**config.mk**
```make
export PLATFORM = sky130hd
export DESIGN_NAME = lsq_disambig
export DESIGN_NICKNAME = d
export VERILOG_FILES = /design/src/rtl/lsq_disambig.sv
export SDC_FILE = /design/constraint.sdc
export NUM_CORES = 2
export LEC_CHECK = 0
export ABC_AREA = 1
export BUFFER_PORTS_ARGS = -buffer_cell sky130_fd_sc_hd__buf_4
export CAP_MARGIN = 5
export CELL_PAD_IN_SITES_DETAIL_PLACEMENT = 0
export CELL_PAD_IN_SITES_GLOBAL_PLACEMENT = 2
export CORE_ASPECT_RATIO = 1.75
export CORE_UTILIZATION = 37
export CTS_CLUSTER_DIAMETER = 60
export CTS_CLUSTER_SIZE = 30
export DETAILED_ROUTE_END_ITERATION = 12
export MAX_ROUTING_LAYER = met4
export PLACE_DENSITY = 0.8
export SLEW_MARGIN = 40
export SYNTH_ARGS = -nofsm -noshare
export SYNTH_HDL_FRONTEND = slang
export SYNTH_SLANG_ARGS = --single-unit
```
**constraint.sdc**
```tcl
create_clock -name clk -period 11.7 [get_ports clk]
set_clock_uncertainty 0.1 [all_clocks]
set_input_delay 0.585 -clock clk [delete_from_list [all_inputs] [get_ports clk]]
set_output_delay 0.585 -clock clk [all_outputs]
set_load 0.1 [all_outputs]
```
**src/rtl/lsq_disambig.sv**
```systemverilog
`timescale 1ns/1ps
module lsq_disambig #(
  parameter int SQ_D = 8,
  parameter int LQ_D = 8,
  parameter int AW   = 32,
  parameter int DW   = 32,
  parameter int TW   = 6
) (
  input  logic          clk,
  input  logic          rst_n,
  input  logic          spec_mode,
  input  logic          alloc_valid,
  input  logic          alloc_store,
  input  logic [TW-1:0] alloc_tag,
  output logic          sq_full,
  output logic          lq_full,
  input  logic          upd_valid,
  input  logic          upd_store,
  input  logic [TW-1:0] upd_tag,
  input  logic [AW-1:0] upd_addr,
  input  logic [1:0]    upd_size,
  input  logic [DW-1:0] upd_data,
  input  logic          ld_req,
  input  logic [TW-1:0] ld_tag,
  output logic          ld_resp,
  output logic          ld_grant,
  output logic          ld_fwd,
  output logic [DW-1:0] ld_data,
  output logic          ld_mem_req,
  output logic [AW-1:0] ld_addr,
  input  logic          st_ready,
  input  logic [TW-1:0] st_ready_tag,
  input  logic          ld_retire,
  input  logic          flush_valid,
  input  logic [TW-1:0] flush_tag,
  output logic          replay_valid,
  output logic [TW-1:0] replay_tag,
  output logic          mem_wr_valid,
  output logic [AW-1:0] mem_wr_addr,
  output logic [1:0]    mem_wr_size,
  output logic [DW-1:0] mem_wr_data
);
  localparam int SQB = $clog2(SQ_D);
  localparam int LQB = $clog2(LQ_D);
  localparam logic [1:0] SZ_WORD = 2'd2;

  function automatic logic older(input logic [TW-1:0] a, input logic [TW-1:0] b);
    logic [TW-1:0] d;
    d = a - b;
    return d[TW-1];
  endfunction

  logic [TW-1:0] sq_tag  [SQ_D];
  logic [AW-1:0] sq_addr [SQ_D];
  logic [1:0]    sq_size [SQ_D];
  logic [DW-1:0] sq_data [SQ_D];
  logic [SQ_D-1:0] sq_aok, sq_rdy, sq_live;
  logic [TW-1:0] lq_tag  [LQ_D];
  logic [AW-1:0] lq_addr [LQ_D];
  logic [LQ_D-1:0] lq_aok, lq_iss, lq_live;

  logic [SQB:0] sq_head, sq_tail, sq_cnt, sq_keep;
  logic [LQB:0] lq_head, lq_tail, lq_cnt, lq_keep;
  logic [SQB-1:0] sq_pos [SQ_D];
  logic [LQB-1:0] lq_pos [LQ_D];

  assign sq_cnt  = sq_tail - sq_head;
  assign lq_cnt  = lq_tail - lq_head;
  assign sq_full = sq_cnt == (SQB+1)'(SQ_D);
  assign lq_full = lq_cnt == (LQB+1)'(LQ_D);

  for (genvar g = 0; g < SQ_D; g++) begin : g_sq
    logic [SQB-1:0] off;
    assign off        = SQB'(g) - sq_head[SQB-1:0];
    assign sq_live[g] = {1'b0, off} < sq_cnt;
    assign sq_pos[g]  = sq_head[SQB-1:0] + SQB'(g);
  end
  for (genvar g = 0; g < LQ_D; g++) begin : g_lq
    logic [LQB-1:0] off;
    assign off        = LQB'(g) - lq_head[LQB-1:0];
    assign lq_live[g] = {1'b0, off} < lq_cnt;
    assign lq_pos[g]  = lq_head[LQB-1:0] + LQB'(g);
  end

  // locate the requested load
  logic lhit;
  logic [LQB-1:0] lidx;
  logic [AW-1:0] la;
  always_comb begin
    lhit = 1'b0;
    lidx = '0;
    for (int i = 0; i < LQ_D; i++)
      if (lq_live[i] && lq_tag[i] == ld_tag) begin
        lhit = 1'b1;
        lidx = LQB'(i);
      end
  end
  assign la = lq_addr[lidx];

  // scan older stores, oldest first, so the last match is the youngest
  logic unk, fhit;
  logic [SQB-1:0] fidx;
  always_comb begin
    unk  = 1'b0;
    fhit = 1'b0;
    fidx = '0;
    for (int k = 0; k < SQ_D; k++)
      if (sq_live[sq_pos[k]] && older(sq_tag[sq_pos[k]], ld_tag)) begin
        if (!sq_aok[sq_pos[k]]) unk = 1'b1;
        else if (sq_addr[sq_pos[k]][AW-1:2] == la[AW-1:2]) begin
          fhit = 1'b1;
          fidx = sq_pos[k];
        end
      end
  end

  logic issue_ok, st_upd, drain;
  assign issue_ok = ld_req && lhit && lq_aok[lidx] && !lq_iss[lidx] &&
                    (spec_mode || !unk) && (!fhit || sq_size[fidx] == SZ_WORD);
  assign st_upd   = upd_valid && upd_store;
  assign drain    = sq_cnt != '0 && sq_rdy[sq_head[SQB-1:0]] && sq_aok[sq_head[SQB-1:0]];

  // conflicting loads and the oldest of them
  logic [LQ_D-1:0] conf;
  logic [LQB-1:0] pick;
  always_comb begin
    for (int i = 0; i < LQ_D; i++) begin
      conf[i] = lq_live[i] && lq_aok[i] && (
        (issue_ok && lq_iss[i] && older(ld_tag, lq_tag[i]) &&
         lq_addr[i][AW-1:2] == la[AW-1:2]) ||
        (st_upd && (lq_iss[i] || (issue_ok && lidx == LQB'(i))) &&
         older(upd_tag, lq_tag[i]) && lq_addr[i][AW-1:2] == upd_addr[AW-1:2]));
    end
    pick = '0;
    for (int k = LQ_D - 1; k >= 0; k--)
      if (conf[lq_pos[k]]) pick = lq_pos[k];
  end

  always_comb begin
    sq_keep = '0;
    for (int i = 0; i < SQ_D; i++)
      if (sq_live[i] && !older(flush_tag, sq_tag[i])) sq_keep = sq_keep + 1'b1;
    lq_keep = '0;
    for (int i = 0; i < LQ_D; i++)
      if (lq_live[i] && !older(flush_tag, lq_tag[i])) lq_keep = lq_keep + 1'b1;
  end

  always_ff @(posedge clk or negedge rst_n) begin
    if (!rst_n) begin
      sq_head <= '0; sq_tail <= '0; lq_head <= '0; lq_tail <= '0;
      sq_aok <= '0; sq_rdy <= '0; lq_aok <= '0; lq_iss <= '0;
      for (int i = 0; i < SQ_D; i++) begin
        sq_tag[i] <= '0; sq_addr[i] <= '0; sq_size[i] <= '0; sq_data[i] <= '0;
      end
      for (int i = 0; i < LQ_D; i++) begin
        lq_tag[i] <= '0; lq_addr[i] <= '0;
      end
      ld_resp <= 1'b0; ld_grant <= 1'b0; ld_fwd <= 1'b0; ld_mem_req <= 1'b0;
      ld_data <= '0; ld_addr <= '0;
      replay_valid <= 1'b0; replay_tag <= '0;
      mem_wr_valid <= 1'b0; mem_wr_addr <= '0; mem_wr_size <= '0; mem_wr_data <= '0;
    end else begin
      ld_resp    <= ld_req;
      ld_grant   <= issue_ok;
      ld_fwd     <= issue_ok && fhit;
      ld_mem_req <= issue_ok && !fhit;
      ld_data    <= sq_data[fidx];
      ld_addr    <= la;
      replay_valid <= |conf;
      replay_tag   <= lq_tag[pick];

      if (issue_ok) lq_iss[lidx] <= 1'b1;
      for (int i = 0; i < LQ_D; i++) begin
        if (conf[i]) lq_iss[i] <= 1'b0;
        if (upd_valid && !upd_store && lq_live[i] && lq_tag[i] == upd_tag) begin
          lq_aok[i]  <= 1'b1;
          lq_addr[i] <= upd_addr;
        end
      end
      for (int i = 0; i < SQ_D; i++) begin
        if (st_upd && sq_live[i] && sq_tag[i] == upd_tag) begin
          sq_aok[i]  <= 1'b1;
          sq_addr[i] <= upd_addr;
          sq_size[i] <= upd_size;
          sq_data[i] <= upd_data;
        end
        if (st_ready && sq_live[i] && sq_tag[i] == st_ready_tag) sq_rdy[i] <= 1'b1;
      end

      mem_wr_valid <= drain;
      mem_wr_addr  <= sq_addr[sq_head[SQB-1:0]];
      mem_wr_size  <= sq_size[sq_head[SQB-1:0]];
      mem_wr_data  <= sq_data[sq_head[SQB-1:0]];
      if (drain) sq_head <= sq_head + 1'b1;
      if (ld_retire && lq_cnt != '0) lq_head <= lq_head + 1'b1;

      if (flush_valid) begin
        sq_tail <= sq_head + sq_keep;
        lq_tail <= lq_head + lq_keep;
      end else if (alloc_valid && alloc_store && !sq_full) begin
        sq_tag[sq_tail[SQB-1:0]] <= alloc_tag;
        sq_aok[sq_tail[SQB-1:0]] <= 1'b0;
        sq_rdy[sq_tail[SQB-1:0]] <= 1'b0;
        sq_tail <= sq_tail + 1'b1;
      end else if (alloc_valid && !alloc_store && !lq_full) begin
        lq_tag[lq_tail[LQB-1:0]] <= alloc_tag;
        lq_aok[lq_tail[LQB-1:0]] <= 1'b0;
        lq_iss[lq_tail[LQB-1:0]] <= 1'b0;
        lq_tail <= lq_tail + 1'b1;
      end
    end
  end


  sq_bound_chk: assert property (@(posedge clk) disable iff (!rst_n)
    sq_cnt <= (SQB+1)'(SQ_D) && lq_cnt <= (LQB+1)'(LQ_D));

  fwd_excl_chk: assert property (@(posedge clk) disable iff (!rst_n)
    ld_fwd |-> ld_grant && !ld_mem_req);

  memreq_grant_chk: assert property (@(posedge clk) disable iff (!rst_n)
    ld_mem_req |-> ld_grant && ld_resp);

  replay_cause_chk: assert property (@(posedge clk) disable iff (!rst_n)
    replay_valid |-> $past(ld_req || st_upd));

  flush_shrink_chk: assert property (@(posedge clk) disable iff (!rst_n)
    flush_valid |=> sq_cnt <= $past(sq_cnt) && lq_cnt <= $past(lq_cnt));

  drain_order_chk: assert property (@(posedge clk) disable iff (!rst_n)
    mem_wr_valid |-> $past(sq_cnt) != '0);
endmodule

```
=== After elaboration in Yosys (flattened, before gate mapping) ===
Cells that the tools add are included.
Widths: inputs -> output; s select.

* Register bits after elaboration: 1,070
* Input port bits: 107
* Output and inout port bits: 144
* Logic and storage cells: 808

* Add/subtract/negate cells: 92
* $lt $le $gt $ge: 53
* Eq/ne operators: 67
* Mux-type cells: 283
* Bitwise gates (word level): 22
* Reduce and logical (&&, ||, !) cells: 223

{| class="wikitable"
|+ Operator list
! cell !! count
|-
| $bmux 32 s3 || 11
|-
| $eq 30x30->1 || 24
|-
| $mux 32 || 22
|-
| $sub 6x6->6 || 40
|-
| $eq 6x6->1 || 32
|-
| $logic_and 1x1->1 || 173
|-
| $bmux 6 s3 || 9
|-
| $mux 6 || 20
|-
| $mux 3 || 38
|-
| $mux 1 || 113
|-
| $bwmux 48 || 2
|-
| $mux 8 || 11
|-
| $bmux 1 s3 || 27
|-
| $lt 3x4->1 const B || 19
|-
| $mux 4 || 19
|-
| $add 4x1->4 const B || 18
|-
| $lt 3x4->1 || 16
|-
| $ge 4x4->1 const B || 13
|-
| $not 3->4 || 13
|-
| $demux 6 s3 || 2
|-
| $and 8x8->8 || 4
|-
| $add 3x3->3 const B || 8
|-
| $sub 3x3->3 const A || 8
|-
| $logic_not 1->1 || 23
|-
| other kinds (27) || 75
|}

=== Depth between registers and ports, before layout ===
* Word-level depth: 67
* Depth in mapped cells: 75
* Mapped depth without buffers: 71

=== Worst setup path after synthesis ===
No wires, ideal clock.

* Kind: register to register
* Start point: register sq_head[0]
* End point: register sq_tail[3]
* Library setup time: 0.133 ns
* Arrival: 8.772 ns
* Data required time: 11.467 ns
* Setup slack: 2.695 ns
* Stages on the path, launching flop included: 47
* Path buffers: 12
* Clock period less this slack: 9.005 ns
* Path through: dfrtp_1 clkinv_1 clkbuf_1 clkbuf_1 clkbuf_1 clkbuf_1 clkbuf_1 clkbuf_1 ha_1 inv_1 clkbuf_1 clkbuf_1 clkbuf_1 clkbuf_1 clkbuf_1 ha_1 a21oi_1 inv_1 [11 not listed] ha_1 nand3_1 nand2_1 ha_1 inv_1 o21ai_0 ha_1 nand2_1 xnor2_1 ha_1 a21oi_1 nand2_1 xor2_1 xor2_1 xor2_1 a31o_2 nand3_1 a31oi_1

* Elaborated cells on any way between the ends: 46
* Classes of those cells: 17 x add/sub; 8 x order compare; 1 x eq/ne; 9 x mux; 11 x reduce/logical

{| class="wikitable"
|+ RTL lines
! what !! line !! RTL
|-
| from (decl) || 62 || <nowiki>logic [SQB:0] sq_head, sq_tail, sq_cnt, sq_keep;</nowiki>
|-
| from (signal assigned) || 194 || <nowiki>if (drain) sq_head <= sq_head + 1'b1;</nowiki>
|-
| $sub 1x3->3 * || 74 || <nowiki>assign off = SQB'(g) - sq_head[SQB-1:0];</nowiki>
|-
| net g_sq[1].off[0] || 73 || <nowiki>logic [SQB-1:0] off;</nowiki>
|-
| $lt 3x4->1 * || 75 || <nowiki>assign sq_live[g] = {1'b0, off} < sq_cnt;</nowiki>
|-
| $logic_and 1x1->1 * || 142 || <nowiki>if (sq_live[i] && !older(flush_tag, sq_tag[i])) sq_keep = sq_keep + 1'b1;</nowiki>
|-
| $mux 4 * || 142 ||
|-
| $add 4x1->4 || 142 ||
|-
| $mux 4 * || 142 ||
|-
| $add 4x1->4 || 142 ||
|-
| [3 not listed] || n/a ||
|-
| $add 4x1->4 || 142 ||
|-
| $mux 4 * || 142 ||
|-
| $add 4x1->4 || 142 ||
|-
| $mux 4 * || 142 ||
|-
| $add 4x1->4 || 142 ||
|-
| $mux 4 * || 142 ||
|-
| $add 4x4->4 * || 198 || <nowiki>sq_tail <= sq_head + sq_keep;</nowiki>
|-
| $mux 4 * || 197 || <nowiki>if (flush_valid) begin</nowiki>
|-
| to (signal assigned) || 198 ||
|-
| to (signal assigned) || 204 || <nowiki>sq_tail <= sq_tail + 1'b1;</nowiki>
|-
| to (decl) || 62 ||
|}

The timed path passes the listed nets; every way through them passes the cells marked *.
A chain may end at the register's enable or synchronous reset.

==> impl_metrics.env <==
export IMPL_yosysWarningCount=0
export IMPL_place_port_buffers=250
export IMPL_antenna_violating_nets_post_route=0
export IMPL_drt_initial_drc_count=9899
export IMPL_ctsHoldBuffers=2
export IMPL_floorplan_initialDensity_pct=37.3
export IMPL_clock_path_buffers=3
export IMPL_area_growth_from_synthesis_to_layout_pct=11.7
export IMPL_share_of_synthesized_area_occupied_by_flip_flops_and_latches_pct=35.5
export IMPL_critical_path_arrival_ns=11.63
export IMPL_post_synth_cell_area_avg_um2=6.93
export IMPL_routed_via_count=80800
export IMPL_cp_slowest_stage_delay_ns=0.63
export IMPL_violations="design-rule violations"
export IMPL_cp_slowest_cell="dfrtp_1"
export IMPL_synth_cell_types=64
export IMPL_antenna_found_initial=65
export IMPL_synth_seq_cells=1070
export IMPL_placed_area_um2=79900
export IMPL_grt_pass1_wl_um=609000
export IMPL_syn_instance_count=10900
export IMPL_chipHeight_um=599
export IMPL_h_tree_depth=3
export IMPL_worst_path_most_repeated_cell="nand2_1"
export IMPL_synth_flop_cell="dfrtp_1"
export IMPL_clock_insertion_delay_worst_skew_ns=0.80
export IMPL_synth_enable_flop_cells=0
export IMPL_placementRows=218
export IMPL_timing_hold_violations_final=0
export IMPL_ioPinCount=251
export IMPL_coreArea_um2=202000
export IMPL_timing_critical_path_required_ns=12.29
export IMPL_measured_slew_at_the_worst_slew_check_pin_ns=1.10
export IMPL_grt_setup_unrepaired="false"
export IMPL_dieWidth_um=343
export IMPL_final_cell_mix="3209 x nand2_1, 1696 x o21ai_0, 1092 x inv_1"
export IMPL_cts_tree="yes"
export IMPL_outcome="complete, but fails checks"
export IMPL_final_min_clock_period_ns=11.04
export IMPL_synth_net_count=11200
export IMPL_place_gp_congestion=1.15
export IMPL_grt_start_max_net_pins=175
export IMPL_crit_path_end_kind="flop"
export IMPL_drt_pass1_iterations=12
export IMPL_place_detailed_hpwl_um=314000
export IMPL_floorplan_die_area_um2=206000
export IMPL_cts_repair_timing_setup_buffer_count=0
export IMPL_drive_above_1_share_pct=8.03
export IMPL_cts_made_buffers=98
export IMPL_drv_cap=0
export IMPL_finalSetupViolCount=0
export IMPL_layout_nets=11100
export IMPL_cts_sink_count=1070
export IMPL_setup_ws_ns=0.660
export IMPL_post_cts_resized_instances=0
export IMPL_root_buffer="clkbuf_16"
export IMPL_layout_cells_most_common="nand2_1"
export IMPL_drcViolationCount=3
export IMPL_criticalPathCategory="flop to flop"
export IMPL_ys_async_sr_fraction_pct=100
export IMPL_max_slew_headroom_pct=26.9
export IMPL_drt_total_wl_um=437000
export IMPL_post_drt_via_cell_ratio=5.97
export IMPL_layout_cell_area_non_filler_um2=84200
export IMPL_global_route_overflow_total=0
export IMPL_fmax_mhz=90.6
export IMPL_hold_crit_path_type="primary input to flop"
export IMPL_critical_path_max_fanout=24
export IMPL_netlist_area_um2=75400
export IMPL_wl_per_cell_um=32.3
export IMPL_clk_transition_reported_paths_ns=0.08
export IMPL_groute_usage_overall_pct=43.8
export IMPL_first_global_vias=75100
export IMPL_worst_setup_path_start_kind="flop"
export IMPL_timing_final_max_slew_violations=0
export IMPL_final_period_utilization_pct=94.4
export IMPL_placement_setup_worst_slack_ns=1.50
export IMPL_fin_setup_tns_ns=0
-- cell usage after synthesis, types with 31 or more instances --
library cell	count	share of area, %
buf_2	47	0.31
nor4_1	82	0.68
o22ai_1	282	2.3
o21a_1	53	0.53
inv_1	1111	5.5
mux2i_1	199	2.6
a21oi_1	266	1.8
buf_1	95	0.47
clkbuf_1	523	2.6
a31oi_1	54	0.45
dfrtp_1	1070	36
nand2_1	3217	16
or2_2	35	0.29
o21ai_0	1698	11
a21boi_0	61	0.61
nand4_1	147	1.2
a221oi_1	39	0.45
xnor2_1	112	1.3
ha_1	228	3.8
xor2_1	195	2.3
o211ai_1	99	0.99
nor2_1	455	2.3
nand3_1	431	2.9
nand3b_1	31	0.31
-- registers in the layout, summed over array words and instances, names as in the netlist, 16 cells and up --
signal / cells
sq_tag: 48
lq_tag: 48
ld_data: 32
ld_addr: 32
mem_wr_data: 32
sq_addr: 256
lq_addr: 256
sq_data: 256
mem_wr_addr: 32
sq_size: 16
-- logic make-up (layout without fill, tap and decap cells) --
family	Yosys count	in the layout	synth area share, %
adder cells (fa/ha/maj)	233	233	3.92
AND/OR/NAND/NOR	4537	4537	25.0
buffers and inverters	1859	1815	9.70
XOR/XNOR	308	308	3.59
multiplexers	201	201	2.67
other	0	66	0
AO/OA/AOI/OAI	2669	2669	19.7
flip-flops	1070	1070	35.5
-- routing by layer --
metal / up-vias / global-route usage (%) / wire length (um)
li1: 35700 / - / -
met1: 39000 / 46.7 / 157000
met2: 4454 / 66.5 / 200000
met3: 1668 / 13.7 / 36500
met4: 0 / 36.1 / 44400
met5: - / - / 0
-- area by class of cell --
type	instances	area [um^2]
diodes	66	165
clock buffers	106	2550
clock inverters	79	1140
fillers	21300	118000
inverters	1144	4320
multi-input cells	7948	41800
flip-flops and latches	1070	26800
well taps	2640	3300
repair buffers	486	4110
-- worst max-delay path, delay by kind of cell, from the launching register on --
family,cells,cell delay [ns]
AO/OA/AOI/OAI,2,0.64
buffers and inverters,7,1.12
flip-flops,1,0.63
adder cells (fa/ha/maj),2,0.91
AND/OR/NAND/NOR,53,7.49
-- per-stage QoR --
| step | utilization, % | hold WS, ns | cells |
|---|---|---|---|
| after floorplan | - | 0.189 | 10900 |
| after global placement | 39.4 | 0.361 | 13300 |
| after detailed placement | 39.5 | 0.368 | 13300 |
| after CTS | 41.4 | 0.0136 | 13500 |
| after global routing | 41.7 | 0.0517 | 13500 |
| final | 41.7 | 0.0512 | 13500 |
-- path summary, 6_finish.rpt --
path | startpoint | end | slack (ns) | cells after the start
max | lq_head[1]$_DFFE_PN0P_ | replay_tag[0]$_DFF_PN0_ | 0.66 | 64
min | ld_retire | lq_head[3]$_DFFE_PN0P_ | 0.05 | 3
max reg2reg | lq_head[1]$_DFFE_PN0P_ | replay_tag[0]$_DFF_PN0_ | 0.66 | 64
min reg2reg | lq_tag[40]$_DFFE_PN0P_ | lq_tag[40]$_DFFE_PN0P_ | 0.39 | 2
max in group asynchronous | rst_n | sq_addr[75]$_DFFE_PN0P_ | 8.81 | 6
min in group asynchronous | rst_n | replay_tag[2]$_DFF_PN0_ | 0.25 | 2
Power is not shown: default switching activity piles up to over one toggle a cycle in this logic, so the estimate is an artifact.
